[config.mk]
export PLATFORM = sky130hd
export DESIGN_NAME = mlp_forward_engine
export DESIGN_NICKNAME = d
export VERILOG_FILES = /design/src/rtl/mlp_fwd_pkg.sv /design/src/rtl/mlp_layer_map.sv /design/src/rtl/mlp_mac_unit.sv /design/src/rtl/mlp_sig_index.sv /design/src/rtl/mlp_forward_engine.sv
export SDC_FILE = /design/constraint.sdc
export NUM_CORES = 1
export LEC_CHECK = 0
export ABC_CLOCK_PERIOD_IN_PS = 4150
export BUFFER_PORTS_ARGS = -buffer_cell sky130_fd_sc_hd__buf_2
export CORE_MARGIN = 1.5
export CORE_UTILIZATION = 58
export DETAILED_ROUTE_END_ITERATION = 16
export HOLD_SLACK_MARGIN = 0.12
export PLACE_DENSITY_LB_ADDON = 0.1
export SLEW_MARGIN = 20
export SYNTH_ARGS = -nofsm -noshare
export SYNTH_HDL_FRONTEND = slang
export SYNTH_SLANG_ARGS = --single-unit
[constraint.sdc]
create_clock -name clk -period 4.15 [get_ports clk]
set_input_delay 0.83 -clock clk [delete_from_list [all_inputs] [get_ports clk]]
set_output_delay 0.83 -clock clk [all_outputs]
set_load 0.02 [all_outputs]
[src/rtl/mlp_fwd_pkg.sv]
package mlp_fwd_pkg;

    localparam int SZ_W       = 8;
    localparam int MAX_LAYERS = 8;

    typedef logic [SZ_W*MAX_LAYERS-1:0] layer_vec_t;

    typedef enum logic [2:0] {
        PH_IDLE,
        PH_MAC,
        PH_BIAS,
        PH_ADD,
        PH_LUT,
        PH_WR
    } phase_t;

    function automatic int size_of(layer_vec_t v, int l);
        return int'(v[l*SZ_W +: SZ_W]);
    endfunction

    function automatic int base_of(layer_vec_t v, int l);
        int s = 0;
        for (int j = 0; j < MAX_LAYERS; j++)
            if (j < l) s += size_of(v, j);
        return s;
    endfunction

    function automatic int rom_words(layer_vec_t v, int n);
        int s = 0;
        for (int j = 1; j < MAX_LAYERS; j++)
            if (j < n) s += size_of(v, j) * (size_of(v, j - 1) + 1);
        return s;
    endfunction

    function automatic int clog2_min1(int x);
        return (x <= 2) ? 1 : $clog2(x);
    endfunction

endpackage

[src/rtl/mlp_layer_map.sv]
module mlp_layer_map
    import mlp_fwd_pkg::*;
#(
    parameter int         NUM_LAYERS  = 3,
    parameter layer_vec_t LAYER_SIZES = 64'h020302,
    parameter int         LYR_W       = 2,
    parameter int         RAM_AW      = 3
) (
    input  logic [LYR_W-1:0]  layer_idx,
    output logic [SZ_W-1:0]   cur_size,
    output logic [SZ_W-1:0]   prev_size,
    output logic [RAM_AW-1:0] cur_base,
    output logic [RAM_AW-1:0] prev_base,
    output logic              is_last
);

    logic [SZ_W-1:0]   sz_tbl   [NUM_LAYERS];
    logic [RAM_AW-1:0] base_tbl [NUM_LAYERS];

    for (genvar g = 0; g < NUM_LAYERS; g++) begin : g_tbl
        localparam int SZ_G   = size_of(LAYER_SIZES, g);
        localparam int BASE_G = base_of(LAYER_SIZES, g);
        assign sz_tbl[g]   = SZ_W'(SZ_G);
        assign base_tbl[g] = RAM_AW'(BASE_G);
    end

    always_comb begin
        cur_size  = '0;
        prev_size = '0;
        cur_base  = '0;
        prev_base = '0;
        for (int g = 0; g < NUM_LAYERS; g++) begin
            if (int'(layer_idx) == g) begin
                cur_size = sz_tbl[g];
                cur_base = base_tbl[g];
            end
            if (int'(layer_idx) == g + 1) begin
                prev_size = sz_tbl[g];
                prev_base = base_tbl[g];
            end
        end
        is_last = (int'(layer_idx) == NUM_LAYERS - 1);
    end

endmodule

[src/rtl/mlp_mac_unit.sv]
module mlp_mac_unit #(
    parameter int ACT_W = 9,
    parameter int WT_W  = 12,
    parameter int ACC_W = 32
) (
    input  logic [ACT_W-1:0]        act,
    input  logic signed [WT_W-1:0]  wt,
    output logic signed [ACC_W-1:0] prod
);

    localparam int PW = ACT_W + WT_W + 1;

    logic signed [ACT_W:0]  act_s;
    logic signed [PW-1:0]   act_x;
    logic signed [PW-1:0]   wt_x;
    logic signed [PW-1:0]   full;

    assign act_s = {1'b0, act};
    assign act_x = PW'(act_s);
    assign wt_x  = PW'(wt);
    assign full  = act_x * wt_x;
    assign prod  = ACC_W'(full);

endmodule

[src/rtl/mlp_sig_index.sv]
module mlp_sig_index #(
    parameter int ACC_W  = 32,
    parameter int SHIFT  = 12,
    parameter int SIG_AW = 8
) (
    input  logic signed [ACC_W-1:0] acc,
    output logic [SIG_AW-1:0]       idx
);

    localparam int AW1 = ACC_W + 1;
    localparam int OFF = 1 << (SIG_AW - 1);
    localparam logic signed [AW1-1:0] HALF   = AW1'(64'sd1 <<< (SHIFT - 1));
    localparam logic signed [AW1-1:0] OFF_W  = AW1'(OFF);
    localparam logic signed [AW1-1:0] LO_LIM = AW1'(-OFF);
    localparam logic signed [AW1-1:0] HI_LIM = AW1'(OFF - 1);

    logic signed [AW1-1:0] widened;
    logic signed [AW1-1:0] biased;
    logic signed [AW1-1:0] scaled;
    logic signed [AW1-1:0] moved;

    always_comb begin
        widened = AW1'(acc);
        biased  = widened + HALF;
        scaled  = biased >>> SHIFT;
        moved   = scaled + OFF_W;
        if (scaled < LO_LIM)
            idx = '0;
        else if (scaled > HI_LIM)
            idx = '1;
        else
            idx = moved[SIG_AW-1:0];
    end

endmodule

[src/rtl/mlp_forward_engine.sv]
module mlp_forward_engine
    import mlp_fwd_pkg::*;
#(
    parameter int         NUM_LAYERS  = 3,
    parameter layer_vec_t LAYER_SIZES = 64'h020302,
    parameter int         ACT_W       = 9,
    parameter int         WT_W        = 12,
    parameter int         FRAC        = 8,
    parameter int         ACC_W       = 32,
    parameter int         SIG_AW      = 8,
    parameter int         IDX_FRAC    = 4,
    localparam int        TOTAL       = base_of(LAYER_SIZES, NUM_LAYERS),
    localparam int        RAM_AW      = clog2_min1(TOTAL),
    localparam int        ROM_AW      = clog2_min1(rom_words(LAYER_SIZES, NUM_LAYERS))
) (
    input  logic                    clk,
    input  logic                    rst_n,
    input  logic                    start,
    output logic                    done,
    output logic [ROM_AW-1:0]       wb_addr,
    input  logic signed [WT_W-1:0]  wb_rdata,
    output logic [RAM_AW-1:0]       act_addr,
    output logic                    act_we,
    output logic [ACT_W-1:0]        act_wdata,
    input  logic [ACT_W-1:0]        act_rdata,
    output logic [SIG_AW-1:0]       sig_addr,
    input  logic [ACT_W-1:0]        sig_rdata
);

    localparam int LYR_W = clog2_min1(NUM_LAYERS);
    localparam int SHIFT = 2 * FRAC - IDX_FRAC;
    localparam int IN_N  = size_of(LAYER_SIZES, 0);

    typedef struct packed {
        phase_t                  phase;
        logic [LYR_W-1:0]        layer;
        logic [SZ_W-1:0]         nrn;
        logic [SZ_W-1:0]         k;
        logic [ROM_AW-1:0]       ptr;
        logic                    mac_vld;
        logic signed [ACC_W-1:0] acc;
        logic                    done;
    } regs_t;

    regs_t r_q, r_d;

    logic [SZ_W-1:0]         cur_size, prev_size;
    logic [RAM_AW-1:0]       cur_base, prev_base;
    logic                    is_last;
    logic signed [ACC_W-1:0] prod;
    logic signed [ACC_W-1:0] bias_al;
    logic [SIG_AW-1:0]       idx;

    mlp_layer_map #(
        .NUM_LAYERS  (NUM_LAYERS),
        .LAYER_SIZES (LAYER_SIZES),
        .LYR_W       (LYR_W),
        .RAM_AW      (RAM_AW)
    ) u_map (
        .layer_idx (r_q.layer),
        .cur_size  (cur_size),
        .prev_size (prev_size),
        .cur_base  (cur_base),
        .prev_base (prev_base),
        .is_last   (is_last)
    );

    mlp_mac_unit #(
        .ACT_W (ACT_W),
        .WT_W  (WT_W),
        .ACC_W (ACC_W)
    ) u_mac (
        .act  (act_rdata),
        .wt   (wb_rdata),
        .prod (prod)
    );

    mlp_sig_index #(
        .ACC_W  (ACC_W),
        .SHIFT  (SHIFT),
        .SIG_AW (SIG_AW)
    ) u_idx (
        .acc (r_q.acc),
        .idx (idx)
    );

    assign bias_al = ACC_W'(wb_rdata) <<< FRAC;

    always_comb begin
        r_d         = r_q;
        r_d.done    = 1'b0;
        r_d.mac_vld = 1'b0;

        // product of the read issued one clock earlier
        if (r_q.mac_vld)
            r_d.acc = r_q.acc + prod;

        unique case (r_q.phase)
            PH_IDLE: begin
                if (start) begin
                    r_d.phase = PH_MAC;
                    r_d.layer = LYR_W'(1);
                    r_d.nrn   = '0;
                    r_d.k     = '0;
                    r_d.ptr   = '0;
                    r_d.acc   = '0;
                end
            end
            PH_MAC: begin
                r_d.mac_vld = 1'b1;
                r_d.k       = r_q.k + SZ_W'(1);
                r_d.ptr     = r_q.ptr + ROM_AW'(1);
                if (r_q.k == prev_size - SZ_W'(1)) begin
                    r_d.k     = '0;
                    r_d.phase = PH_BIAS;
                end
            end
            PH_BIAS: begin
                r_d.ptr   = r_q.ptr + ROM_AW'(1);
                r_d.phase = PH_ADD;
            end
            PH_ADD: begin
                r_d.acc   = r_q.acc + bias_al;
                r_d.phase = PH_LUT;
            end
            PH_LUT: begin
                r_d.phase = PH_WR;
            end
            PH_WR: begin
                r_d.acc = '0;
                if (r_q.nrn == cur_size - SZ_W'(1)) begin
                    r_d.nrn = '0;
                    if (is_last) begin
                        r_d.phase = PH_IDLE;
                        r_d.done  = 1'b1;
                    end else begin
                        r_d.layer = r_q.layer + LYR_W'(1);
                        r_d.phase = PH_MAC;
                    end
                end else begin
                    r_d.nrn   = r_q.nrn + SZ_W'(1);
                    r_d.phase = PH_MAC;
                end
            end
            default: r_d.phase = PH_IDLE;
        endcase
    end

    always_ff @(posedge clk or negedge rst_n) begin
        if (!rst_n) begin
            r_q         <= '0;
            r_q.phase   <= PH_IDLE;
        end else begin
            r_q <= r_d;
        end
    end

    always_comb begin
        wb_addr   = r_q.ptr;
        act_we    = (r_q.phase == PH_WR);
        act_addr  = act_we ? (cur_base + RAM_AW'(r_q.nrn))
                           : (prev_base + RAM_AW'(r_q.k));
        act_wdata = sig_rdata;
        sig_addr  = idx;
        done      = r_q.done;
    end

endmodule

Word level (Yosys, flattened, before mapping)
Index checks and enable logic that the tools add are counted.
Cells by class
  $add $sub $neg: 12
  multiply operators: 1
  magnitude comparators: 2
  eq/ne operators: 14
  multiplexer cells: 32
  reductions and logical operators: 11
Operators with widths (number)
  case mux 32 bit (3 select lines): 1
  two-way mux 32 bit: 2
  adder 32 x 13 -> 33 bit, second input constant: 1
  adder 32 x 20 -> 32 bit: 1
  adder 32 x 22 -> 32 bit: 1
  two-way mux 8 bit: 4
  two-way mux 26 bit: 1
  multiplier 10 x 12 -> 22 bit: 1
  greater-than comparator 21 x 8 -> 1 bit, second input constant: 1
  less-than comparator 21 x 8 -> 1 bit, second input constant: 1
  two-way mux 2 bit: 10
  case mux 10 bit (2 select lines): 1
  case mux 3 bit (6 select lines): 1
  adder 8 x 1 -> 8 bit, second input constant: 2
  == test 8 bit: 2
  case mux 8 bit (2 select lines): 1
  subtractor 8 x 1 -> 8 bit, second input constant: 2
  two-way mux 3 bit: 4
  case mux 5 bit (2 select lines): 1
  adder 8 bit, second input constant: 1
  AND reduction 2 bit: 4
  adder 3 bit: 2
  == test 3 x 2 -> 1 bit, second input constant: 2
  == test 3 bit, second input constant: 2
  13 further kinds: 23
Word-level totals
  flip-flop bits (word level): 60

Longest topological paths before layout
Gate-level depths: netlist of run 1.
  depth in word-level cells: 8
  depth in mapped cells: 23
  gate-level depth less buffers: 21

By module
A second synthesis of run 1 with hierarchy kept.
Second synthesis, totals
  cell total of the unflattened synthesis: 1326
  area, all modules: 11183.2 sq um
Modules (own cells, without submodules)
  mlp_forward_engine: instances 1, cells each 703, area an instance 5969.5 sq um, seq. area each 1501.4 sq um
  mlp_mac_unit: instances 1, cells each 500, area an instance 4325.4 sq um, seq. area each 0.0 sq um
  mlp_sig_index: instances 1, cells each 99, area an instance 716.9 sq um, seq. area each 0.0 sq um
  mlp_layer_map: instances 1, cells each 24, area an instance 171.4 sq um, seq. area each 0.0 sq um

Worst setup path after synthesis of run 1
No wires, ideal clock.
  kind: input port to flip-flop
  from: input port wb_rdata[11]
  to: register r_q[31] (netlist bit)
  arrival time: 6357 ps
  required time: 4010 ps
  path slack: -2347 ps
  stages: 21
  buffers on the path: 2
  cell sequence: clkbuf_1 and2_1 fa_1 inv_1 fa_1 fa_1 inv_1 fa_1 inv_1 fa_1 inv_1 ha_1 clkbuf_1 a21oi_1 o21bai_1 a21o_1 or3_1 o21a_1 o221ai_2 mux2i_1 o32ai_1
RTL lines
  start, declared: RTL line mlp_forward_engine.sv:21  | input logic signed [WT_W-1:0] wb_rdata,
  end signal, assigned: RTL line mlp_forward_engine.sv:154  | r_q <= r_d;
  end, declared: RTL line mlp_forward_engine.sv:45  | regs_t r_q, r_d;

==> out/results.ini, run 1 <==
[logic_synthesis]
async_flop_share=1.00
yosys_warnings=0
synth_cells=1338
synth.yosys.seq_area_share=0.133
synthFlopType=dfrtp_1
synth_nets=1619
ys_ff_latch=60
synth_area_um2=11300
yosysUniqueCellTypes=73
avgSynthCellArea_um2=8.42
synth_edf_count=0

[layout]
final_common_cell=inv_1
final_cell_mix=inv_1 (218), buf_4 (166), fa_1 (133), nand2_1 (103), ha_1 (80)
finalNetCount=1815
drive_gt1_frac=0.278
antenna_cells=0
area.growth.synth_to_final_pct=29.0

[grt]
grt_pass1_vias=10223
grt_pass1_wl_um=49600
antenna_found_initial=0
overflow=0
grt_max_degree=36
track_usage=0.309

[job]
drv_cap=0

[clock_network]
htree_levels=3
ctsHoldBuffers=0
cts-root-buf=clkbuf_16
cts_buffers=9
ctsLongestPathBuffers=2
clock_sinks=60
worstSkewPairLatency_ps=340
cts_tree=done
path_clk_slew_ps=60

[run_status]
status=finished with violations
violations=negative setup slack

[sta]
tightest_slew_ps=1050
setup_viol=27
slew_headroom=0.295
final.setup.tns_ps=-30390
max_freq_ghz=0.176
period_needed_ps=5680
period_share=1.37
slew_viol_final=0
hold_viol_final=0
setup_ws_ps=-1530
grt_setup_unrepaired=true
fin_worst_skew_ps=5.87

[placement]
place_hpwl_um=23400
globalplace.congestion=0.942
io_buffer_count=41

[worst_setup_path]
critPathCapture=r_q[26]
path_max_fanout=5
end_kind=flip-flop
r2r-start=r_q[13]
cp-start-kind=input port
path_class=in2reg
reg2regPathDepth=16
crit_arrival_ps=5870
crit_start=wb_rdata[4]
reg2reg_slack_ps=-260
cp.required_ps=4340
reg2reg_to=r_q[26]

[floorplanning]
start_util=0.596
die_area_um2=20300
die_h_um=142
die_width_um=142
coreArea_um2=18900
rows=50
pin_count=60

[drt]
num_vias=10248
wire_per_inst_um=17.1
routed_via_density=5.70
ant_nets=0
drcViolationCount=0
drt-initial-drc-count=598
drt_wl_total_um=30800
firstDrtPassIters=6

[hold_path]
hold_class=reg2reg
hold_path_depth=1

[sequential cells by signal (all words and copies together), names as in the netlist]
signal	cells
done	1
r_q	54
wb_addr	5
[cell usage after synthesis, drive strengths merged, types with 7 or more instances]
library cell,number,share of area
inv,244,0.081
fa,143,0.25
nand2,120,0.040
ha,105,0.12
o21ai,68,0.030
a21oi,61,0.027
dfrtp,60,0.13
nor2,60,0.021
and2,59,0.033
xnor2,53,0.041
clkbuf,38,0.013
a21o,37,0.025
nand3,36,0.016
nor3,25,0.012
buf,19,0.012
xor2,18,0.014
a31oi,17,0.010
a211oi,14,0.0098
nand4,13,0.0091
mux2i,12,0.011
o31ai,12,0.0080
and3,11,0.0061
nor2b,9,0.0050
nor4,8,0.0050
o21a,8,0.0053
o21bai,8,0.0053
o22ai,7,0.0039
[critical path: stages]
cell	delay, ps
buf_2	120
buf_4	160
nand2_1	80
fa_1	480
inv_1	40
ha_1	310
inv_2	60
fa_1	550
inv_2	40
fa_1	490
inv_1	50
fa_1	500
inv_2	50
ha_4	250
a21o_1	160
a21o_1	200
or4b_4	580
a31oi_4	270
nor2_1	80
a311o_1	280
xnor2_1	170
o221ai_1	110
[routing by layer]
layer | wire length (um) | GRT usage | vias to the layer above
li1 | - | - | 4803
met1 | 13200 | 0.417 | 5030
met2 | 15200 | 0.532 | 348
met3 | 1550 | 0.0266 | 67
met4 | 877 | 0.0895 | 0
met5 | 0 | 0 | -
[how the worst min path moves through the flow]
stage	endpoint	slack [ps]	startpoint
6_report	r_q[53]	500	r_q[53]
5_1_grt	r_q[53]	530	r_q[53]
4_1_cts	r_q[53]	510	r_q[53]
3_5_place_dp	r_q[53]	490	r_q[53]
3_3_place_gp	r_q[53]	490	r_q[53]
2_1_floorplan	r_q[54]	460	r_q[54]
[metrics by stage]
| stage | hold slack, ps | worst slack, ps | instances | area [um2] | utilization |
|---|---|---|---|---|---|
| floorplan | 460 | -2060 | 1338 | 11700 | - |
| global placement | 493 | -1950 | 1754 | 13200 | 0.697 |
| detailed placement | 494 | -2040 | 1754 | 13200 | 0.697 |
| CTS | 506 | -1430 | 1791 | 14100 | 0.748 |
| global route | 533 | -1650 | 1798 | 14500 | 0.769 |
| finish | 504 | -1530 | 1798 | 14500 | 0.769 |
[kinds of logic (layout without fill, tap and decap cells)]
logic type / count (synthesis) / after routing / share of synthesized area
adder cells (fa/ha/maj): 248 / 248 / 0.371
buffers and inverters: 303 / 503 / 0.106
XOR/XNOR: 71 / 71 / 0.0552
AO/OA/AOI/OAI: 279 / 279 / 0.162
flip-flops: 60 / 60 / 0.133
AND/OR/NAND/NOR: 364 / 364 / 0.161
multiplexers: 13 / 13 / 0.0117
[timing repair]
action / 4_1_cts / 5_1_grt
gates cloned: 0 / 0
gates resized for setup: 118 / 85
pin swaps: 105 / 75
buffers inserted: 22 / 13
setup endpoints to repair: 27 / 34
[layout make-up]
class	instances	area (um2)
Multi-Input combinational cell	975	9510
Fill cell	1307	4360
Timing Repair Buffer	242	1990
Sequential cell	60	1500
Inverter	246	927
Tap cell	260	325
Clock buffer	11	253
Clock inverter	4	25.0
Power of run 1 is not shown: default switching activity piles up to over one toggle a cycle in this logic, so the estimate is an artifact.
==> run 2: changes to the inputs <==
--- a/config.mk
+++ b/config.mk
@@ -11,7 +11,7 @@
 export CORE_UTILIZATION = 58
 export DETAILED_ROUTE_END_ITERATION = 16
 export HOLD_SLACK_MARGIN = 0.12
-export PLACE_DENSITY_LB_ADDON = 0.1
+export PLACE_DENSITY_LB_ADDON = 0.3
 export SLEW_MARGIN = 20
 export SYNTH_ARGS = -nofsm -noshare
 export SYNTH_HDL_FRONTEND = slang
==> out/results.ini, run 2 (synthesis gave the netlist of run 1 again) <==
[layout]
finalNetCount=1826  ; was 1815
drive_gt1_frac=0.288  ; was 0.278
regArea_um2=1500  ; unchanged
antenna_cells=0  ; unchanged
top_register=r_q  ; unchanged
fill_cells=1228  ; was 1307
multiInputGateArea_um2=9540  ; was 9510 um2
area.growth.synth_to_final_pct=29.8  ; was 29.0%
postLayoutCoreUtil=0.774  ; was 0.769
final_cell_mix=inv_1 (219), buf_4 (183), fa_1 (129), nand2_1 (105), ha_1 (79)  ; was inv_1 (218), buf_4 (166), fa_1 (133), nand2_1 (103), ha_1 (80)
finalNonFillerCells=1810  ; was 1798
largest_reg_flops=54  ; unchanged
final_common_cell=inv_1  ; unchanged

[worst_setup_path]
end_kind=flip-flop  ; unchanged
path_max_fanout=7  ; was 5
crit_chain=buf_8 > buf_12 > buf_8 > buf_6 > and2_4 > fa_1 > ha_2 > inv_2 > fa_1 > fa_1 > fa_1 > inv_1 > ha_4 > a21oi_1 > nor2_2 > or4b_4 > a31oi_4 > buf_6 > nor2_1 > a311o_1 > xnor2_1 > o221ai_1  ; was buf_2 > buf_4 > nand2_1 > fa_1 > inv_1 > ha_1 > inv_2 > fa_1 > inv_2 > fa_1 > inv_1 > fa_1 > inv_2 > ha_4 > a21o_1 > a21o_1 > or4b_4 > a31oi_4 > nor2_1 > a311o_1 > xnor2_1 > o221ai_1
crit_top_cell=fa_1  ; unchanged
cp.required_ps=4330  ; was 4340 ps
path_class=in2reg  ; unchanged
r2r-start=r_q[7]  ; was r_q[13]
cp_num_buf_inv=7  ; unchanged
cp-start-kind=input port  ; unchanged
reg2reg_slack_ps=-360  ; was -260 ps
crit_arrival_ps=5940  ; was 5870 ps
max_stage_delay_ps=590  ; was 580 ps
slowest_stage=or4b_4  ; unchanged
reg2reg_to=r_q[26]  ; unchanged
cp_top_family=adder cells  ; unchanged
reg2regPathDepth=17  ; was 16

[drt]
num_vias=10814  ; was 10248
wire_per_inst_um=19.4  ; was 17.1 um
routed_via_density=5.97  ; was 5.70
firstDrtPassIters=6  ; unchanged
drt-initial-drc-count=960  ; was 598
drcViolationCount=0  ; unchanged
drt_wl_total_um=35100  ; was 30800 um
ant_nets=0  ; unchanged

[run_status]
violations=negative setup slack  ; unchanged
status=finished with violations  ; unchanged

[placement]
place_hpwl_um=24100  ; was 23400 um
globalplace.congestion=0.931  ; was 0.942
io_buffer_count=41  ; unchanged
place_inst=1763  ; was 1754
place_ws_ps=-2040  ; about the same

[grt]
gr-usage-met1=0.415  ; was 0.417
grt_pass1_wl_um=52200  ; was 49600 um
gr-usage-met3=0.0414  ; was 0.0266
grt_pass1_vias=10798  ; was 10223
antenna_found_initial=0  ; unchanged
grt_max_degree=46  ; was 36
track_usage=0.322  ; was 0.309
overflow=0  ; unchanged
grt_busiest_layer=met2  ; unchanged
grt_util_met2=0.560  ; was 0.532

[hold_path]
hold_class=in2async  ; was reg2reg

[clock_network]
htree_levels=3  ; unchanged
clock_sinks=60  ; unchanged
cts-root-buf=clkbuf_16  ; unchanged
cts_buffers=9  ; unchanged
path_clk_slew_ps=60  ; about the same
ctsHoldBuffers=0  ; unchanged
ctsLongestPathBuffers=2  ; unchanged
worstSkewPairLatency_ps=340  ; about the same
cts_tree=done  ; unchanged

[floorplanning]
coreArea_um2=18900  ; unchanged
die_width_um=142  ; unchanged
pin_count=60  ; unchanged
die_h_um=142  ; unchanged
rows=50  ; unchanged
start_util=0.596  ; unchanged
die_area_um2=20300  ; unchanged

[sta]
slew_headroom=0.214  ; was 0.295
hold_viol_final=0  ; unchanged
slew_viol_final=0  ; unchanged
period_needed_ps=5760  ; was 5680 ps
max_freq_ghz=0.173  ; was 0.176 GHz
tightest_slew_ps=1180  ; was 1050 ps
period_share=1.39  ; was 1.37
fin_worst_skew_ps=9.86  ; was 5.87 ps
timing.hold.ws_ps=494  ; was 504 ps
setup_viol=27  ; unchanged
grt_setup_unrepaired=true  ; unchanged
setup_ws_ps=-1610  ; was -1530 ps

[job]
drv_cap=0  ; unchanged

-- run 2: changes by cell type in the layout (fill, tap and decap cells not counted), sizes merged --
cell / change
buf: +13
clkbuf: -3
bufinv: +1
clkinv: +1
-- run 2: area by class of cell --
| cell class | instances | area share |
|---|---|---|
| timing repair buffer | 253 | 0.139 |
| inverter | 246 | 0.0636 |
| clock buffer | 10 | 0.0163 |
| sequential | 60 | 0.103 |
| tap | 260 | 0.0222 |
| clock inverter | 6 | 0.00436 |
| multi-input combinational | 975 | 0.652 |
-- run 2: worst reg2reg max path, stage by stage (launching register included) --
cell and delay, ps:
dfrtp_1 360, inv_1 80, fa_1 550, inv_1 50, fa_1 480, inv_1 50, fa_1 500, inv_2 50
ha_4 220, a21oi_1 320, nor2_2 120, or4b_4 590, a31oi_4 210, buf_6 130, nor2_1 30, a311o_1 320
xnor2_1 170, o221ai_1 120
-- run 2: timing repair --
action,CTS,global route
pin swaps,115,59
gates resized for setup,124,75
buffers inserted,19,17
setup endpoints to repair,27,35
-- run 2: worst max path at each step --
stage / start / cells after the start / slack (ps) / end
after detailed placement: wb_rdata[11] / 21 / -2040 / r_q[30]
after floorplan: wb_rdata[11] / 21 / -2060 / r_q[31]
after CTS: act_rdata[3] / 23 / -1460 / r_q[26]
after global placement: wb_rdata[11] / 21 / -1970 / r_q[30]
after global routing: wb_rdata[11] / 23 / -1760 / r_q[26]
final: act_rdata[3] / 22 / -1610 / r_q[26]
-- run 2: per-stage QoR --
step	cell area [um2]	TNS, ps
2_1_floorplan	11700	-30450
3_3_place_gp	13200	-40990
3_5_place_dp	13200	-42890
4_1_cts	14200	-28620
5_1_grt	14600	-37410
6_report	14600	-33970
-- run 2: routing by layer --
metal / part of all wire / vias up / routed length [um]
li1: - / 4825 / -
met1: 0.40 / 5318 / 13900
met2: 0.50 / 517 / 17400
met3: 0.065 / 154 / 2260
met4: 0.043 / 0 / 1500
met5: 0 / - / 0
Power of run 2 is left out for the same reason.
